--- src/rtl/pg_pkg.sv ---
package pg_pkg;
  typedef enum logic [2:0] {
    PG_FIFO   = 3'd0,
    PG_RISE   = 3'd1,
    PG_FALL   = 3'd2,
    PG_PYR    = 3'd3,
    PG_INVPYR = 3'd4,
    PG_SQUARE = 3'd5,
    PG_TRAP   = 3'd6,
    PG_SHIFT  = 3'd7
  } pg_kind_e;

  typedef enum logic [1:0] {
    PH_UP   = 2'd0,
    PH_DOWN = 2'd1,
    PH_HOLD = 2'd2
  } pg_phase_e;
endpackage

--- src/rtl/pg_tick.sv ---
module pg_tick #(
  parameter int DIVW = 16
) (
  input  logic            clk,
  input  logic            rst_n,
  input  logic            run,
  input  logic [DIVW-1:0] div,
  input  logic            ext_sel,
  input  logic            ext_tick,
  output logic            tick
);
  logic [DIVW-1:0] cnt_q;
  logic            wrap;

  assign wrap = (cnt_q == div);
  assign tick = run && (ext_sel ? ext_tick : wrap);

  always_ff @(posedge clk or negedge rst_n) begin
    if (!rst_n)       cnt_q <= '0;
    else if (!run)    cnt_q <= '0;
    else if (wrap)    cnt_q <= '0;
    else              cnt_q <= cnt_q + DIVW'(1);
  end
endmodule

--- src/rtl/pg_fifo.sv ---
module pg_fifo #(
  parameter int W     = 32,
  parameter int DEPTH = 16,
  parameter int AW    = 4
) (
  input  logic          clk,
  input  logic          rst_n,
  input  logic          lock,
  input  logic          clear,
  input  logic          in_valid,
  output logic          in_ready,
  input  logic [W-1:0]  in_data,
  input  logic [AW-1:0] rd_addr,
  output logic [W-1:0]  rd_data,
  output logic [AW:0]   count
);
  localparam logic [AW:0] FULL = (AW+1)'(DEPTH);

  logic [W-1:0] mem [DEPTH];
  logic [AW:0]  cnt_q;
  logic         fire;
  logic         wipe;

  assign wipe     = clear && !lock;
  assign in_ready = !lock && (cnt_q < FULL);
  assign fire     = in_valid && in_ready && !wipe;
  assign rd_data  = mem[rd_addr];
  assign count    = cnt_q;

  for (genvar i = 0; i < DEPTH; i++) begin : g_slot
    always_ff @(posedge clk) begin
      if (fire && (cnt_q == (AW+1)'(i))) mem[i] <= in_data;
    end
  end

  always_ff @(posedge clk or negedge rst_n) begin
    if (!rst_n)     cnt_q <= '0;
    else if (wipe)  cnt_q <= '0;
    else if (fire)  cnt_q <= cnt_q + (AW+1)'(1);
  end
endmodule

--- src/rtl/pg_shape.sv ---
module pg_shape
  import pg_pkg::*;
#(
  parameter int W    = 32,
  parameter int CNTW = 16,
  parameter int AW   = 4
) (
  input  logic            clk,
  input  logic            rst_n,
  input  logic            load,
  input  logic            adv,
  input  logic [2:0]      kind_i,
  input  logic [W-1:0]    start_v,
  input  logic [W-1:0]    stop_v,
  input  logic [W-1:0]    slope,
  input  logic [CNTW-1:0] hold,
  input  logic            clip,
  input  logic [AW:0]     fifo_cnt,
  input  logic [W-1:0]    fifo_rdata,
  output logic [AW-1:0]   rd_addr,
  output logic [W-1:0]    value,
  output logic            cyc_end
);
  pg_kind_e        kind;
  pg_phase_e       ph_q, ph_n;
  logic [W-1:0]    val_q, val_n;
  logic [CNTW-1:0] hc_q, hc_n;
  logic [AW-1:0]   rd_q, rd_n;
  logic [W-1:0]    lo, hi;
  logic            at_hi, at_lo, inverted, last_word;

  function automatic logic [W-1:0] step_up(input logic [W-1:0] v, input logic [W-1:0] lim,
                                           input logic [W-1:0] st, input logic cl);
    logic [W:0] s;
    s = {1'b0, v} + {1'b0, st};
    if (cl && (s >= {1'b0, lim})) return lim;
    return s[W-1:0];
  endfunction

  function automatic logic [W-1:0] step_dn(input logic [W-1:0] v, input logic [W-1:0] lim,
                                           input logic [W-1:0] st, input logic cl);
    logic [W:0] d;
    d = {1'b0, v} - {1'b0, st};
    if (cl && (d[W] || (d[W-1:0] <= lim))) return lim;
    return d[W-1:0];
  endfunction

  assign kind      = pg_kind_e'(kind_i);
  assign inverted  = (kind == PG_FALL) || (kind == PG_INVPYR);
  assign lo        = inverted ? stop_v : start_v;
  assign hi        = inverted ? start_v : stop_v;
  assign at_hi     = (val_q >= hi);
  assign at_lo     = (val_q <= lo);
  assign last_word = ({1'b0, rd_q} == (fifo_cnt - (AW+1)'(1)));
  assign rd_addr   = load ? '0 : rd_n;
  assign value     = val_q;

  always_comb begin
    val_n   = val_q;
    ph_n    = ph_q;
    hc_n    = hc_q;
    rd_n    = rd_q;
    cyc_end = 1'b0;
    unique case (kind)
      PG_FIFO: begin
        cyc_end = last_word;
        rd_n    = last_word ? '0 : rd_q + AW'(1);
        val_n   = fifo_rdata;
      end
      PG_RISE: begin
        if (at_hi) begin cyc_end = 1'b1; val_n = lo; end
        else val_n = step_up(val_q, hi, slope, clip);
      end
      PG_FALL: begin
        if (at_lo) begin cyc_end = 1'b1; val_n = hi; end
        else val_n = step_dn(val_q, lo, slope, clip);
      end
      PG_PYR: begin
        if (ph_q == PH_UP) begin
          if (at_hi) begin ph_n = PH_DOWN; val_n = step_dn(val_q, lo, slope, clip); end
          else val_n = step_up(val_q, hi, slope, clip);
        end else begin
          if (at_lo) begin
            cyc_end = 1'b1; ph_n = PH_UP; val_n = step_up(val_q, hi, slope, clip);
          end else val_n = step_dn(val_q, lo, slope, clip);
        end
      end
      PG_INVPYR: begin
        if (ph_q == PH_DOWN) begin
          if (at_lo) begin ph_n = PH_UP; val_n = step_up(val_q, hi, slope, clip); end
          else val_n = step_dn(val_q, lo, slope, clip);
        end else begin
          if (at_hi) begin
            cyc_end = 1'b1; ph_n = PH_DOWN; val_n = step_dn(val_q, lo, slope, clip);
          end else val_n = step_up(val_q, hi, slope, clip);
        end
      end
      PG_SQUARE: begin
        if (ph_q == PH_UP) begin ph_n = PH_DOWN; val_n = stop_v; end
        else begin cyc_end = 1'b1; ph_n = PH_UP; val_n = start_v; end
      end
      PG_TRAP: begin
        unique case (ph_q)
          PH_UP: begin
            if (at_hi) begin
              if (hold == '0) begin ph_n = PH_DOWN; val_n = step_dn(val_q, lo, slope, clip); end
              else begin ph_n = PH_HOLD; hc_n = CNTW'(1); end
            end else val_n = step_up(val_q, hi, slope, clip);
          end
          PH_HOLD: begin
            if (hc_q >= hold) begin ph_n = PH_DOWN; val_n = step_dn(val_q, lo, slope, clip); end
            else hc_n = hc_q + CNTW'(1);
          end
          default: begin
            if (at_lo) begin
              cyc_end = 1'b1; ph_n = PH_UP; val_n = step_up(val_q, hi, slope, clip);
            end else val_n = step_dn(val_q, lo, slope, clip);
          end
        endcase
      end
      PG_SHIFT: begin
        if ((val_q == stop_v) || (val_q == '0)) begin cyc_end = 1'b1; val_n = start_v; end
        else val_n = val_q << 1;
      end
      default: ;
    endcase
  end

  always_ff @(posedge clk or negedge rst_n) begin
    if (!rst_n) begin
      val_q <= '0;
      ph_q  <= PH_UP;
      hc_q  <= '0;
      rd_q  <= '0;
    end else if (load) begin
      val_q <= (kind == PG_FIFO) ? fifo_rdata : start_v;
      ph_q  <= inverted ? PH_DOWN : PH_UP;
      hc_q  <= '0;
      rd_q  <= '0;
    end else if (adv) begin
      val_q <= val_n;
      ph_q  <= ph_n;
      hc_q  <= hc_n;
      rd_q  <= rd_n;
    end
  end
endmodule

--- src/rtl/pattern_gen.sv ---
module pattern_gen
  import pg_pkg::*;
#(
  parameter int W     = 32,
  parameter int DEPTH = 16,
  parameter int DIVW  = 16,
  parameter int CNTW  = 16
) (
  input  logic            clk,
  input  logic            rst_n,
  input  logic [2:0]      cfg_type,
  input  logic [W-1:0]    cfg_start,
  input  logic [W-1:0]    cfg_stop,
  input  logic [W-1:0]    cfg_slope,
  input  logic [CNTW-1:0] cfg_hold,
  input  logic [CNTW-1:0] cfg_cycles,
  input  logic [DIVW-1:0] cfg_div,
  input  logic            cfg_clip,
  input  logic            cfg_tick_ext,
  input  logic            cfg_trig_ext,
  input  logic            start,
  input  logic            stop,
  input  logic            ext_tick,
  input  logic            ext_trig,
  input  logic            fifo_clear,
  input  logic            push_valid,
  output logic            push_ready,
  input  logic [W-1:0]    push_data,
  output logic [W-1:0]    pat_out,
  output logic            busy,
  output logic            done
);
  localparam int AW = (DEPTH > 1) ? $clog2(DEPTH) : 1;

  logic            busy_q, done_q;
  logic [CNTW-1:0] ccnt_q;
  logic            go_w, tick_w, cyc_end, finish, adv;
  logic [AW:0]     fifo_cnt;
  logic [AW-1:0]   rd_addr;
  logic [W-1:0]    rd_data;
  logic            fifo_empty_block, counted;

  assign fifo_empty_block = (pg_kind_e'(cfg_type) == PG_FIFO) && (fifo_cnt == '0);
  assign go_w    = !busy_q && (start || (cfg_trig_ext && ext_trig)) && !fifo_empty_block;
  assign counted = (cfg_cycles != '0);
  assign finish  = tick_w && cyc_end && counted && ((ccnt_q + CNTW'(1)) == cfg_cycles);
  assign adv     = tick_w && !stop && !finish;

  pg_tick #(.DIVW(DIVW)) u_tick (
    .clk      (clk),
    .rst_n    (rst_n),
    .run      (busy_q),
    .div      (cfg_div),
    .ext_sel  (cfg_tick_ext),
    .ext_tick (ext_tick),
    .tick     (tick_w)
  );

  pg_fifo #(.W(W), .DEPTH(DEPTH), .AW(AW)) u_fifo (
    .clk      (clk),
    .rst_n    (rst_n),
    .lock     (busy_q),
    .clear    (fifo_clear),
    .in_valid (push_valid),
    .in_ready (push_ready),
    .in_data  (push_data),
    .rd_addr  (rd_addr),
    .rd_data  (rd_data),
    .count    (fifo_cnt)
  );

  pg_shape #(.W(W), .CNTW(CNTW), .AW(AW)) u_shape (
    .clk        (clk),
    .rst_n      (rst_n),
    .load       (go_w),
    .adv        (adv),
    .kind_i     (cfg_type),
    .start_v    (cfg_start),
    .stop_v     (cfg_stop),
    .slope      (cfg_slope),
    .hold       (cfg_hold),
    .clip       (cfg_clip),
    .fifo_cnt   (fifo_cnt),
    .fifo_rdata (rd_data),
    .rd_addr    (rd_addr),
    .value      (pat_out),
    .cyc_end    (cyc_end)
  );

  always_ff @(posedge clk or negedge rst_n) begin
    if (!rst_n) begin
      busy_q <= 1'b0;
      done_q <= 1'b0;
      ccnt_q <= '0;
    end else if (go_w) begin
      busy_q <= 1'b1;
      done_q <= 1'b0;
      ccnt_q <= '0;
    end else if (busy_q) begin
      if (stop) busy_q <= 1'b0;
      else if (finish) begin
        busy_q <= 1'b0;
        done_q <= 1'b1;
      end else if (tick_w && cyc_end && counted) begin
        ccnt_q <= ccnt_q + CNTW'(1);
      end
    end
  end

  assign busy = busy_q;
  assign done = done_q;
endmodule

--- config.mk ---
export PLATFORM = sky130hd
export DESIGN_NAME = pattern_gen
export DESIGN_NICKNAME = d
export VERILOG_FILES = /design/src/rtl/pg_pkg.sv /design/src/rtl/pg_tick.sv /design/src/rtl/pg_fifo.sv /design/src/rtl/pg_shape.sv /design/src/rtl/pattern_gen.sv
export SDC_FILE = /design/constraint.sdc
export NUM_CORES = 2
export LEC_CHECK = 0
export ABC_AREA = 0
export BUFFER_PORTS_ARGS = -buffer_cell sky130_fd_sc_hd__clkbuf_2
export CAP_MARGIN = 5
export CORE_MARGIN = 2
export CORE_UTILIZATION = 41
export DETAILED_ROUTE_END_ITERATION = 7
export HOLD_SLACK_MARGIN = 0.03
export PLACE_DENSITY = 0.66
export SLEW_MARGIN = 10
export SYNTH_ARGS = -nofsm -noshare
export SYNTH_HDL_FRONTEND = slang
export SYNTH_HIERARCHICAL = 1
export SYNTH_SLANG_ARGS = --single-unit
--- constraint.sdc ---
create_clock -name clk -period 5.21 [get_ports clk]
set_input_delay 0.7815 -clock clk [delete_from_list [all_inputs] [get_ports clk]]
set_output_delay 0.7815 -clock clk [all_outputs]
set_load 0.01 [all_outputs]
==> results.rst <==
.. list-table::
   :header-rows: 1

   * - Metric
     - Value
   * - Most instantiated flip-flop cell in the synthesis netlist
     - sky130_fd_sc_hd__edfxtp_1
   * - Total setup violations reported at the end of the flow
     - 31
   * - Cell chosen for the clock root
     - sky130_fd_sc_hd__clkbuf_16
   * - Switch share
     - 0.409
   * - Per-instance average area after synthesis
     - 11.7 um^2
   * - Number of antenna violations at the first check in global routing
     - 9
   * - Floorplan die width
     - around 300 um
   * - Shortest clock period the worst path allows after layout
     - between 5 and 6 ns
   * - Mean routed wirelength per cell
     - ~26 um
   * - Die height
     - 302 um
   * - Type of the worst setup path
     - reg2reg
   * - Net Count, Synth
     - 3517
   * - Total GRT Usage
     - 0.286
   * - Slowest cell on the critical path
     - sky130_fd_sc_hd__dfrtp_2
   * - Most common cell after layout, fill and taps aside
     - sky130_fd_sc_hd__buf_4
   * - Flops & latches, synth
     - ~610
   * - Routed Wire Length
     - about 130000 um
   * - Power share of the combinational group
     - 0.608
   * - Path type of the worst min-delay path
     - in2async
   * - Max VDD drop
     - ~290 uV
   * - Highest net fanout along the worst path
     - 6
   * - Number of clock sinks seen by CTS
     - 605
   * - Internal power consumption
     - 0.0157 W
   * - Vias
     - approximately 31000
   * - Leakage power of the design
     - 18.8 nW
   * - First-pass GRT wire length
     - between 150000 and 200000 um
   * - Worst-case headroom to the max-slew limit
     - 0.276
   * - Largest stage delay on the critical path
     - roughly 0.51 ns
   * - Actual slew at the worst max-slew pin
     - approximately 1.1 ns
   * - Placer's final routability congestion estimate
     - 1.03
   * - Grt total ovfl
     - 0
   * - Core footprint
     - approximately 90000 um^2
   * - Sequential share of power
     - 0.218
   * - Vias per inst
     - slightly above 6
   * - Top Ports
     - ~230
   * - Setup skew after layout
     - 0.0310 ns
   * - Arrival @ worst endpoint
     - approximately 6 ns
   * - Post-synth EDFFs
     - 512
   * - Distinct cell type count after synthesis
     - 110
   * - Final Max Slew Viols
     - 0
   * - Router iterations before antenna repair
     - 8
   * - Vias in the first global route
     - around 30000
   * - Nets
     - about 4300
   * - H-tree depth reported by CTS
     - 3
   * - Critical Path RT
     - 5.73 ns
   * - P_sw
     - approximately 0.011 W
   * - Maximum clock frequency
     - 180 MHz
   * - Crit path setup slack, layout
     - -0.346 ns
   * - Total number of placement rows
     - about 110
   * - Clk slew on worst S/H paths
     - 0.08 ns
   * - Portion of total power attributed to the clock network
     - 0.174
   * - Area growth from synthesis to layout
     - 31.1%
   * - Synth Cell Area
     - 36500 um^2
   * - CTS tree
     - built
   * - Most frequent cells in the layout
     - sky130_fd_sc_hd__buf_4 (624), sky130_fd_sc_hd__edfxtp_1 (512), sky130_fd_sc_hd__nand2_1 (225)
   * - Cell count after synthesis
     - 3107
   * - Latest clock arrival within the worst-skew pair
     - 0.61 ns
   * - Non-Filler Cell Area, Final
     - 47800 um^2
   * - Period Utilization, post-route
     - 1.07
   * - Setup total negative slack
     - -6.11 ns
   * - Status
     - finished, violations left
   * - IO Port Bufs
     - roughly 220
   * - Pin count of the biggest net entering global routing
     - 57
   * - Category of the worst setup path capture point
     - register
   * - Ys async rst share
     - 0.154
   * - YS warnings
     - 6
   * - RSZ-0062 raised after global routing
     - yes
   * - Power per unit of standard cell area
     - 555 nW/um^2
   * - Area post-placement
     - 43400 um^2
   * - Final hold violation count
     - 0
   * - Max Cap Viol
     - 0
   * - Antenna Nets Post-Route
     - 0
   * - Violated checks
     - design-rule violations, negative setup slack
   * - Share of cells above drive strength 1
     - 0.369
   * - Half-perimeter wire length of the detailed placement result
     - roughly 94000 um
   * - Critical path startpoint category
     - register
   * - Starting DRC count in detailed routing
     - 3562
   * - Pre-CTS WS
     - -1.14 ns
   * - Number of buffers added by the clock tree synthesis step
     - 66
   * - Post-route DRC violation count
     - 1
   * - Number of buffers on the longest clock path
     - 3
   * - Initial Util
     - 0.413
   * - Number of fill cells
     - ~7500
   * - Sequential fraction of the synthesis area
     - 0.485
   * - Area of the die
     - 91400 um^2
[layer usage]
| metal | vias to the layer above | global-route usage | wire [um] |
|---|---|---|---|
| met5 | - | 0 | 69 |
| met1 | 15400 | 0.368 | 51600 |
| met2 | 1768 | 0.455 | 61800 |
| li1 | 13800 | - | - |
| met3 | 394 | 0.0558 | 12400 |
| met4 | 10 | 0.156 | 8110 |
[registers in the layout, indices dropped and copies added, names as in the netlist, 2 cells and up]
register,flops
u_shape/rd_q,4
u_fifo/mem,512
u_tick/cnt_q,16
ccnt_q,16
u_shape/ph_q,2
u_fifo/count,5
u_shape/value,32
u_shape/hc_q,16
[metrics by stage]
stage | cells | utilization | power [W] | hold WS, ns
after floorplan | 3107 | - | 0.0130 | 0.470
after global placement | 4928 | 0.492 | 0.0189 | 0.528
after detailed placement | 4928 | 0.492 | 0.0189 | 0.534
after CTS | 5107 | 0.532 | 0.0253 | 0.328
after global routing | 5128 | 0.542 | 0.0276 | 0.345
final | 5133 | 0.542 | 0.0265 | 0.309
[synth_stat cells, drive strengths merged (23+ instances only)]
cell,number,share of area
edfxtp,512,0.42
nand2,236,0.024
a21oi,220,0.031
ha,218,0.075
nor2,179,0.018
o21ai,177,0.024
inv,139,0.014
mux4,128,0.079
xnor2,119,0.029
clkbuf,94,0.0097
dfrtp,93,0.064
mux2i,90,0.025
buf,79,0.013
nand4,71,0.013
a22oi,67,0.014
nand3,54,0.0075
nor3,44,0.0060
xor2,40,0.0096
a211oi,37,0.0076
nor4,33,0.0062
a21o,30,0.0062
o211ai,28,0.0063
a221oi,24,0.0062
a222oi,23,0.0063
and3,23,0.0039
[logic make-up after synthesis]
kind of cell / Yosys count / synth area share
buf+inv: 314 / 0.0368
flops: 605 / 0.485
compound gates: 832 / 0.156
fa+ha+maj: 220 / 0.0759
xor+xnor: 160 / 0.0388
simple gates: 747 / 0.100
mux: 229 / 0.107
[cell type report]
cell class	instances	area (um^2)	area share
clock inverter	35	312	0.00652
clock buffer	83	1800	0.0377
multi-input combinational	2188	19200	0.402
antenna	6	15.0	0.000314
timing repair buffer	910	6760	0.141
inverter	141	538	0.0113
tap	1165	1460	0.0305
sequential	605	17700	0.370
[power by group through the flow]
| stage | Sequential [W] | Combinational, W | Clock [W] |
|---|---|---|---|
| after floorplan | 0.00597 | 0.00701 | 0 |
| after global placement | 0.00585 | 0.0130 | 0 |
| after detailed placement | 0.00586 | 0.0131 | 0 |
| after CTS | 0.00577 | 0.0148 | 0.00469 |
| after global routing | 0.00581 | 0.0169 | 0.00489 |
| final | 0.00579 | 0.0161 | 0.00462 |
[worst paths after layout]
path	startpoint	to	slack, ns	cells past startpoint
min	rst_n	u_shape/value[29]$_DFFE_PN0P_	0.31	1
min reg2reg	u_shape/rd_q[3]$_DFFE_PN0N_	u_shape/rd_q[3]$_DFFE_PN0N_	0.54	2
max reg2reg	u_shape/value[0]$_DFFE_PN0P_	u_shape/value[6]$_DFFE_PN0P_	-0.35	28
min in group clk	fifo_clear	u_fifo/count[4]$_DFFE_PN0P_	0.45	2
max	u_shape/value[0]$_DFFE_PN0P_	u_shape/value[6]$_DFFE_PN0P_	-0.35	28
max in group asynchronous	rst_n	ccnt_q[2]$_DFFE_PN0P_	3.81	2
[critical path, delay by kind of cell (launching register included)]
kind / cells / cell delay (ns)
AO/OA/AOI/OAI: 10 / 2.11
flip-flops: 1 / 0.51
buffers and inverters: 7 / 0.87
AND/OR/NAND/NOR: 6 / 0.70
multiplexers: 1 / 0.27
XOR/XNOR: 1 / 0.20
adder cells (fa/ha/maj): 3 / 0.77
[repair_timing]
action                     in CTS  in global routing
hold buffers                    0                  0
gates resized for setup       212                146
setup endpoints to repair      32                 44
buffers inserted               63                 32
gates cloned                    3                  0
pin swaps                     114                129
Power figures use the tool's default switching activity.
